File: src/rtl/smul_pkg.sv
package smul_pkg;

  // Strobes from the sequencer to the datapath, one per cycle.
  typedef struct packed {
    logic load;     // capture operands, clear accumulator
    logic step;     // accumulate one partial product
    logic negStep;  // this step subtracts (signed top multiplier bit)
    logic commit;   // copy accumulator to result registers
  } smul_ctl_t;

  typedef enum logic [1:0] {
    ST_IDLE   = 2'd0,
    ST_RUN    = 2'd1,
    ST_COMMIT = 2'd2
  } smul_state_e;

endpackage

File: src/rtl/smul_ctrl.sv
module smul_ctrl
  import smul_pkg::*;
#(
  parameter int WIDTH = 32
) (
  input  logic      clk,
  input  logic      rstN,
  input  logic      start,
  input  logic      signedMode,
  output smul_ctl_t ctl,
  output logic      busy,
  output logic      done
);

  localparam int CW = (WIDTH > 1) ? $clog2(WIDTH) : 1;
  localparam logic [CW-1:0] LAST_STEP = CW'(WIDTH - 1);

  smul_state_e state;
  logic [CW-1:0] stepCnt;
  logic          sgnLatch;
  logic          busyQ;
  logic          doneQ;

  // Strobes decoded from the current state.
  always_comb begin
    ctl         = '0;
    ctl.load    = (state == ST_IDLE) && start;
    ctl.step    = (state == ST_RUN);
    ctl.negStep = (state == ST_RUN) && sgnLatch && (stepCnt == LAST_STEP);
    ctl.commit  = (state == ST_COMMIT);
  end

  always_ff @(posedge clk or negedge rstN) begin
    if (!rstN) begin
      state    <= ST_IDLE;
      stepCnt  <= '0;
      sgnLatch <= 1'b0;
      busyQ    <= 1'b0;
      doneQ    <= 1'b0;
    end else begin
      doneQ <= 1'b0;
      unique case (state)
        ST_IDLE: begin
          if (start) begin
            state    <= ST_RUN;
            stepCnt  <= '0;
            sgnLatch <= signedMode;
            busyQ    <= 1'b1;
          end
        end
        ST_RUN: begin
          stepCnt <= stepCnt + CW'(1);
          if (stepCnt == LAST_STEP) state <= ST_COMMIT;
        end
        ST_COMMIT: begin
          state <= ST_IDLE;
          busyQ <= 1'b0;
          doneQ <= 1'b1;
        end
        default: state <= ST_IDLE;
      endcase
    end
  end

  assign busy = busyQ;
  assign done = doneQ;

endmodule

File: src/rtl/smul_dp.sv
module smul_dp
  import smul_pkg::*;
#(
  parameter int WIDTH = 32
) (
  input  logic             clk,
  input  logic             rstN,
  input  smul_ctl_t        ctl,
  input  logic             signedMode,
  input  logic [WIDTH-1:0] opA,
  input  logic [WIDTH-1:0] opB,
  output logic [WIDTH-1:0] hiOut,
  output logic [WIDTH-1:0] loOut
);

  localparam int PW = 2 * WIDTH;

  logic [PW-1:0]    mcand;    // shifted, extended multiplicand
  logic [WIDTH-1:0] mplier;   // multiplier, consumed from bit 0
  logic [PW-1:0]    acc;
  logic [PW-1:0]    partProd;
  logic [PW-1:0]    accNext;
  logic [PW-1:0]    extA;
  logic [WIDTH-1:0] hiQ;
  logic [WIDTH-1:0] loQ;

  // Extend the multiplicand to full product width; signed mode replicates the sign.
  assign extA = signedMode ? {{WIDTH{opA[WIDTH-1]}}, opA}
                           : {{WIDTH{1'b0}}, opA};

  // Partial product: multiplicand gated by the current multiplier bit.
  for (genvar g = 0; g < PW; g++) begin : gPartial
    assign partProd[g] = mcand[g] & mplier[0];
  end

  assign accNext = ctl.negStep ? (acc - partProd) : (acc + partProd);

  always_ff @(posedge clk or negedge rstN) begin
    if (!rstN) begin
      mcand  <= '0;
      mplier <= '0;
      acc    <= '0;
      hiQ    <= '0;
      loQ    <= '0;
    end else begin
      if (ctl.load) begin
        mcand  <= extA;
        mplier <= opB;
        acc    <= '0;
      end else if (ctl.step) begin
        acc    <= accNext;
        mcand  <= mcand << 1;
        mplier <= mplier >> 1;
      end
      if (ctl.commit) begin
        hiQ <= acc[PW-1:WIDTH];
        loQ <= acc[WIDTH-1:0];
      end
    end
  end

  assign hiOut = hiQ;
  assign loOut = loQ;

endmodule

File: src/rtl/seq_multiplier.sv
module seq_multiplier
  import smul_pkg::*;
#(
  parameter int WIDTH = 32
) (
  input  logic             clk,
  input  logic             rstN,
  input  logic             start,
  input  logic             signedMode,
  input  logic [WIDTH-1:0] opA,
  input  logic [WIDTH-1:0] opB,
  output logic             busy,
  output logic             done,
  output logic [WIDTH-1:0] hiOut,
  output logic [WIDTH-1:0] loOut
);

  smul_ctl_t ctl;

  smul_ctrl #(.WIDTH(WIDTH)) uCtrl (
    .clk        (clk),
    .rstN       (rstN),
    .start      (start),
    .signedMode (signedMode),
    .ctl        (ctl),
    .busy       (busy),
    .done       (done)
  );

  smul_dp #(.WIDTH(WIDTH)) uDp (
    .clk        (clk),
    .rstN       (rstN),
    .ctl        (ctl),
    .signedMode (signedMode),
    .opA        (opA),
    .opB        (opB),
    .hiOut      (hiOut),
    .loOut      (loOut)
  );

endmodule

File: config.mk
export PLATFORM = sky130hd
export DESIGN_NAME = seq_multiplier
export DESIGN_NICKNAME = d
export VERILOG_FILES = /design/src/rtl/smul_pkg.sv /design/src/rtl/smul_ctrl.sv /design/src/rtl/smul_dp.sv /design/src/rtl/seq_multiplier.sv
export SDC_FILE = /design/constraint.sdc
export NUM_CORES = 1
export LEC_CHECK = 0
export ABC_AREA = 1
export BUFFER_PORTS_ARGS = -buffer_cell sky130_fd_sc_hd__buf_2
export CAP_MARGIN = 10
export CORE_MARGIN = 3
export CORE_UTILIZATION = 35
export DETAILED_ROUTE_END_ITERATION = 12
export PLACE_DENSITY = 0.52
export SLEW_MARGIN = 20
export SYNTH_ARGS = -nofsm -noshare
export SYNTH_HDL_FRONTEND = slang
export SYNTH_HIERARCHICAL = 1
export SYNTH_SLANG_ARGS = --single-unit
File: constraint.sdc
create_clock -name clk -period 4.95 [get_ports clk]
set_input_delay 0.2475 -clock clk [delete_from_list [all_inputs] [get_ports clk]]
set_output_delay 0.2475 -clock clk [all_outputs]
set_load 0.02 [all_outputs]
==> results.md, run 1 <==
- Core area: 0.0482 mm^2
- Via density: 4.86
- Clock Path Buffers: 3
- Fin area: 0.0201 mm^2
- Setup Viol. Count Final: 0
- Worst path max stage delay: 0.67 ns
- Layout cells sized above 1: 0.125
- Main synth FF type: dfrtp_1
- Post-Synth Adder-Cell Area: 0.0489
- Crit. Startpoint: uDp/mplier[0]$_DFFE_PN0P_
- Most instantiated cells after synthesis: 916 x nand2_1, 427 x inv_1, 234 x dfrtp_1
- Die height: 228 um
- Clk Latency, worst-skew pair: 0.60 ns
- Synth Area in XOR/XNOR: 0.0390
- Area leader, netlist: dfrtp_1
- Post-synthesis register bit count: 234
- WP buf/inv: 3
- Count leader, synth: nand2_1
- CP max-delay cell: dfrtp_4
- Startpoint class of the critical path: flip-flop
- Die area: 0.0521 mm^2
- Initial antenna violation count: 1
- CTS tree: done
- Rows: 80
- Hold path startpoint: start
- Min-Delay Path Class: in -> reg
- Top post-synthesis cells by area: dfrtp_1 34%, nand2_1 20%, inv_1 9.3%
- Cell area after synthesis: 0.0173 mm^2
- Cell Chain, Critical Path: nand2_2 -> ha_1 -> nand3_1 -> nor2_2 -> nand2_2 -> nor2_4 -> nand2_4 -> nor2_4 -> a21oi_1 -> xnor2_1 -> inv_1 -> ha_1 -> nand2_1 -> nor2_1 -> inv_1 -> nor2_1 -> inv_1 -> nor2_1 -> nand3_1 -> nand3_1 -> o21ai_0 -> o21ai_0
- Arrival @ worst endpoint: 5.02 ns
- Slew @ Worst Pin: 0.880 ns
- Pre-CTS WS: 0.268 ns
- Vias in the first global route: 16300
- Compound-Gate Fraction of Synth Area: 0.0875
- Die Wd: 228 um
- Total Nets Final: 2869
- Top Family by Delay on Critical Path: simple AND/OR/NAND/NOR gates
- P&R area growth vs syn: 16.5%
- Synth Area per Inst: 6.77 um^2
- Main combinational cell family by area after synthesis: simple AND/OR/NAND/NOR gates
- Final WL: 57500 um
- Number of CTS-inserted buffers: 28
- Number of max-cap violations: 0
- Status: finished clean
- Synth cell types: 46
- Post-Syn Instances: 2554
- Synth top area share: 0.339
- CTS clk-pin slew, worst paths: 0.06 ns
- Mux cell area share after synthesis: 0.0352
- Worst r2r src: uDp/mplier[0]$_DFFE_PN0P_
- Initial drt markers: 1077
- Grt total ovfl: 0
- Gr usage total: 0.219
- PortBufs: 133
- Largest net degree at the start of global routing: 94
- GP Congestion: 0.986
- IO Count: 134
- Ys Warns: 6
- Effective utilization at floorplan: 0.358
- Final min period: 4.54 ns
- H-tree Lvls: 1
- Drt pass-1 iters: 7
- Clock sinks: 234
- Syn Nets: 2689
- Req. time, crit path: 5.43 ns
- Max Slew Vio Count: 0
- Crit path max fanout: 34
- Filler cells: 5202
- Ys async rst share: 1.00
- RSZ-0062 raised after global routing: false
- Final Hold Viols: 0
- EDFF count, synth: 0
- Clock skew: 0.0397 ns
- N_diodes: 0
- DRC: 0
- Sequential fraction of the synthesis area: 0.339
- Slew Limit Headroom: 0.414
- Fin Setup TNS: 0 ns
- Root Buffer: clkbuf_16
- Final period util: 0.916
- Post-detail-place hpwl: 45700 um
- Post-DP Area: 0.0186 mm^2
- Vias: 16500
- Simple-gate portion of the synthesized area: 0.338
- Critical path type: reg -> reg
- First-pass GRT wire length: 91400 um
- Worst Setup End Kind: flip-flop
- ANT nets after route: 0
- Fmax: 0.220 GHz
- Per-cell routed wire length: 16.9 um
- Final worst-path setup slack: 0.414 ns
layout by cell type, fill, tap and decap left out, drive strengths merged:
cell type	count
a21o	1
a21oi	87
a22oi	3
a31oi	2
and2	1
buf	149
clkbuf	39
clkinv	5
clkinvlp	1
dfrtp	234
dlygate4sd3	66
fa	1
ha	66
inv	435
mux2	54
nand2	966
nand3	152
nand3b	14
nand4	19
nor2	195
nor3	27
nor3b	1
nor4	1
o211ai	6
o21ai	77
o21bai	7
o221ai	52
o22ai	10
o31ai	1
xnor2	41
xor2	36
path summary, 6_finish.rpt:
| kind | to | slack (ns) | cells past startpoint |
|---|---|---|---|
| max in group asynchronous | uDp/acc[33]$_DFFE_PN0P_ | 3.44 | 3 |
| max reg2reg | uDp/acc[35]$_DFFE_PN0P_ | 0.41 | 22 |
| min in group asynchronous | uDp/hiOut[28]$_DFFE_PN0P_ | 0.24 | 2 |
| max | uDp/acc[35]$_DFFE_PN0P_ | 0.41 | 22 |
| min reg2reg | uCtrl/sgnLatch$_DFFE_PN0P_ | 0.49 | 2 |
| min | uCtrl/state[0]$_DFFE_PN0P_ | 0.06 | 3 |
metrics by stage:
stage,hold slack (ns),utilization,std cells
2_1_floorplan,-0.0481,-,2554
3_3_place_gp,0.283,0.386,3294
3_5_place_dp,0.287,0.386,3294
4_1_cts,0.0246,0.417,3405
5_1_grt,0.0295,0.418,3405
6_report,0.0550,0.418,3405
what timing repair did:
item,CTS,global route
hold endpoints to repair,144,0
setup endpoints to repair,0,4
setup buffers,0,0
gates resized for setup,0,2
hold buffers,66,0
flip-flops by register name (all words and copies together) (netlist names):
name,cells
uDp/loOut,32
uCtrl/state,2
uDp/mcand,64
uCtrl/sgnLatch,1
uDp/mplier,32
uCtrl/done,1
uCtrl/busy,1
uCtrl/stepCnt,5
uDp/hiOut,32
uDp/acc,64
cells by family after synthesis:
| kind of cell | Yosys count |
|---|---|
| simple gates | 1376 |
| buf+inv | 500 |
| compound gates | 246 |
| flops | 234 |
| xor+xnor | 77 |
| fa+ha+maj | 67 |
| mux | 54 |
layer usage:
layer  vias up  share of wire  GRT usage
met5         -        0.00057          0
met4         2          0.030     0.0633
met3        96          0.054     0.0240
met2       445           0.43      0.342
met1      7630           0.48      0.320
li1       8371              -          -
area by class of cell:
cell class / count / area, um^2 / share of cell area
multi-input cells: 1820 / 9530 / 0.473
flip-flops and latches: 234 / 5860 / 0.291
inverters: 435 / 1640 / 0.0812
repair buffers: 215 / 1470 / 0.0729
well taps: 656 / 821 / 0.0407
clock buffers: 39 / 782 / 0.0388
clock inverters: 6 / 57.6 / 0.00286
worst register-to-register path: stages (launching register included):
cell and delay [ns]:
dfrtp_4 0.67, nand2_2 0.18, ha_1 0.18, nand3_1 0.11
nor2_2 0.14, nand2_2 0.09, nor2_4 0.13, nand2_4 0.10
nor2_4 0.22, a21oi_1 0.13, xnor2_1 0.19, inv_1 0.07
ha_1 0.41, nand2_1 0.14, nor2_1 0.14, inv_1 0.08
nor2_1 0.36, inv_1 0.09, nor2_1 0.35, nand3_1 0.20
nand3_1 0.17, o21ai_0 0.08, o21ai_0 0.18
Power of run 1 is left out: the tool's default activity adds up to more than one toggle a clock period on the data nets, which glitch-free logic cannot reach.
==> inputs of run 2 (changes only) <==
- PLACE_DENSITY: 0.52 -> 0.54
- clock period: 4.95 -> 3.91 ns (I/O delays scaled with it)
==> run 2 against run 1 <==
  * Setup slack worse by 0.26 ns
  * Cell count up 7.5%
  * Global-route usage up 1.6 points
  * Sequential share of layout area down 4.2 points
  * Clock skew down 0.025 ns
  * Critical endpoint is now uDp/acc[60]$_DFFE_PN0P_
  * Largest cell class unchanged
==> results.md, run 2 (synthesized netlist as in run 1, its figures left out) <==
- Status: finished clean
- Number of max-cap violations: 0 (unchanged)
- WP buf/inv: 7 (+4)
- Clock Path Buffers: 3 (unchanged)
- Worst reg2reg endpoint: uDp/acc[60]$_DFFE_PN0P_
- Post-DP Area: 0.0205 mm^2 (+10%)
- Clock sinks: 234 (unchanged)
- Total Nets Final: 3123 (+8.9%)
- CTS clk-pin slew, worst paths: 0.06 ns (about the same)
- Largest net degree at the start of global routing: 106 (+13%)
- Number of CTS-inserted buffers: 28 (unchanged)
- Die area: 0.0521 mm^2 (unchanged)
- N_diodes: 0 (unchanged)
- RSZ-0062 raised after global routing: true
- Met1 Track Usage GR: 0.334 (+0.0146)
- Min-Delay Path Class: in -> async
- Effective utilization at floorplan: 0.358 (unchanged)
- Met3 GRT Util: 0.0273 (+0.00337)
- CP max-delay cell: dfrtp_2
- Clock skew: 0.0151 ns (-0.0247 ns)
- Setup Viol. Count Final: 0 (unchanged)
- First-pass GRT wire length: 96700 um (+5.8%)
- Fmax: 0.266 GHz (+21%)
- Layout cells sized above 1: 0.280 (+0.155)
- P&R area growth vs syn: 35.9%
- Slew Limit Headroom: 0.372 (-0.0415)
- Arrival @ worst endpoint: 4.22 ns (-0.80 ns)
- Startpoint class of the critical path: flip-flop
- Req. time, crit path: 4.38 ns (-1.05 ns)
- Drt pass-1 iters: 5 (-2)
- Final Hold Viols: 0 (unchanged)
- H-tree Lvls: 1 (unchanged)
- PortBufs: 133 (unchanged)
- Largest regs: uDp/acc (64), uDp/mcand (64)
- Initial antenna violation count: 0 (-1)
- Worst path max stage delay: 0.44 ns (-0.23 ns)
- Critical path type: reg -> reg
- Clk Latency, worst-skew pair: 0.59 ns (about the same)
- Final min period: 3.75 ns (-0.781 ns)
- DRC: 0 (unchanged)
- Crit path top cell by count: nand2_1
- Final worst-path setup slack: 0.156 ns (-0.259 ns)
- Fin Setup TNS: 0 ns (unchanged)
- Rows: 80 (unchanged)
- Vias: 17800 (+7.6%)
- GR Layer Usage met2: 0.377 (+0.0344)
- Die Wd: 228 um (unchanged)
- CTS tree: done
- Worst r2r path cells: 24 (+9.1%)
- Vias in the first global route: 17400 (+7.0%)
- Fin area: 0.0235 mm^2 (+17%)
- GP Congestion: 0.969 (-1.6%)
- Critical path depth in cells: 24 (+9.1%)
- Final WL: 63200 um (+9.9%)
- Most Crowded Layer GR: met2
- Via density: 4.86 (about the same)
- Hold_ws: 0.273 ns (+0.218 ns)
- Worst Setup End Kind: flip-flop
- Slew @ Worst Pin: 0.942 ns (+0.0623 ns)
- IO Count: 134 (unchanged)
- ANT nets after route: 0 (unchanged)
- Top Family by Delay on Critical Path: simple AND/OR/NAND/NOR gates
- Gr usage total: 0.235 (+0.0159)
- Commonest cells after routing, fill and taps aside: 849 x nand2_1, 414 x inv_1, 253 x buf_4
- Post-detail-place hpwl: 50000 um (+9.3%)
- Max Slew Vio Count: 0 (unchanged)
- Pre-CTS WS: -0.235 ns (-0.503 ns)
- Initial drt markers: 967 (-10%)
- Cell Chain, Critical Path: buf_6 -> buf_4 -> nand2_2 -> buf_4 -> nand2_1 -> inv_1 -> nand2_4 -> nor2_4 -> nand2_1 -> nand2_1 -> buf_4 -> xnor2_1 -> ha_2 -> nand2_1 -> inv_1 -> a21oi_2 -> nand2_1 -> buf_4 -> nand2_1 -> nand2_1 -> a21oi_2 -> nand3_1 -> nand3_1 -> nand2_1
- Grt total ovfl: 0 (unchanged)
- Crit path max fanout: 5 (-85%)
- Root Buffer: clkbuf_16
- Per-cell routed wire length: 17.3 um (+2.2%)
- Flop-to-flop setup slack: 0.16 ns (-0.26 ns)
- Core area: 0.0482 mm^2 (unchanged)
- Die height: 228 um (unchanged)
- Worst r2r src: uDp/mplier[0]$_DFFE_PN0P_
- Most common cell after layout, fill and taps aside: nand2_1
- Final period util: 0.960 (+0.0439)
-- run 2: worst max-delay path by stage --
stage | start | endpoint | slack, ns
floorplan | uCtrl/stepCnt[0]$_DFFE_PN0P_ | uDp/acc[56]$_DFFE_PN0P_ | 0.43
global placement | uDp/mplier[0]$_DFFE_PN0P_ | uDp/acc[53]$_DFFE_PN0P_ | -0.22
detailed placement | uDp/mplier[0]$_DFFE_PN0P_ | uDp/acc[53]$_DFFE_PN0P_ | -0.24
CTS | uDp/mplier[0]$_DFFE_PN0P_ | uDp/acc[53]$_DFFE_PN0P_ | -0.006
global route | uDp/mplier[0]$_DFFE_PN0P_ | uDp/acc[48]$_DFFE_PN0P_ | -0.07
finish | uDp/mplier[0]$_DFFE_PN0P_ | uDp/acc[60]$_DFFE_PN0P_ | 0.16
-- run 2: layout make-up --
| class | count | area, um^2 |
|---|---|---|
| Multi-Input combinational cell | 1820 | 10800 |
| Clock buffer | 38 | 798 |
| Timing Repair Buffer | 469 | 3500 |
| Clock inverter | 9 | 135 |
| Fill cell | 4966 | 24700 |
| Tap cell | 656 | 821 |
| Sequential cell | 234 | 5860 |
| Inverter | 435 | 1640 |
-- run 2: repair_timing --
action,4_1_cts,5_1_grt
endpoints found under the setup margin,12,47
resized for setup,16,312
buffers inserted,1,15
hold endpoints to repair,167,0
hold buffers,67,0
pin swaps,1,74
-- run 2: per-layer routing --
metal  part of all wire  vias to the layer above  routed length, um
met5                  0                        -                  0
met4              0.031                        0               1970
met3              0.043                       82               2740
met2               0.45                      395              28100
met1               0.48                     8472              30400
li1                   -                     8856                  -
-- run 2: stage by stage --
stage | std cells | utilization
after detailed placement | 3532 | 0.425
after CTS | 3647 | 0.460
after floorplan | 2554 | -
final | 3661 | 0.487
after global routing | 3661 | 0.487
after global placement | 3532 | 0.425
Power of run 2 is left out for the same reason.
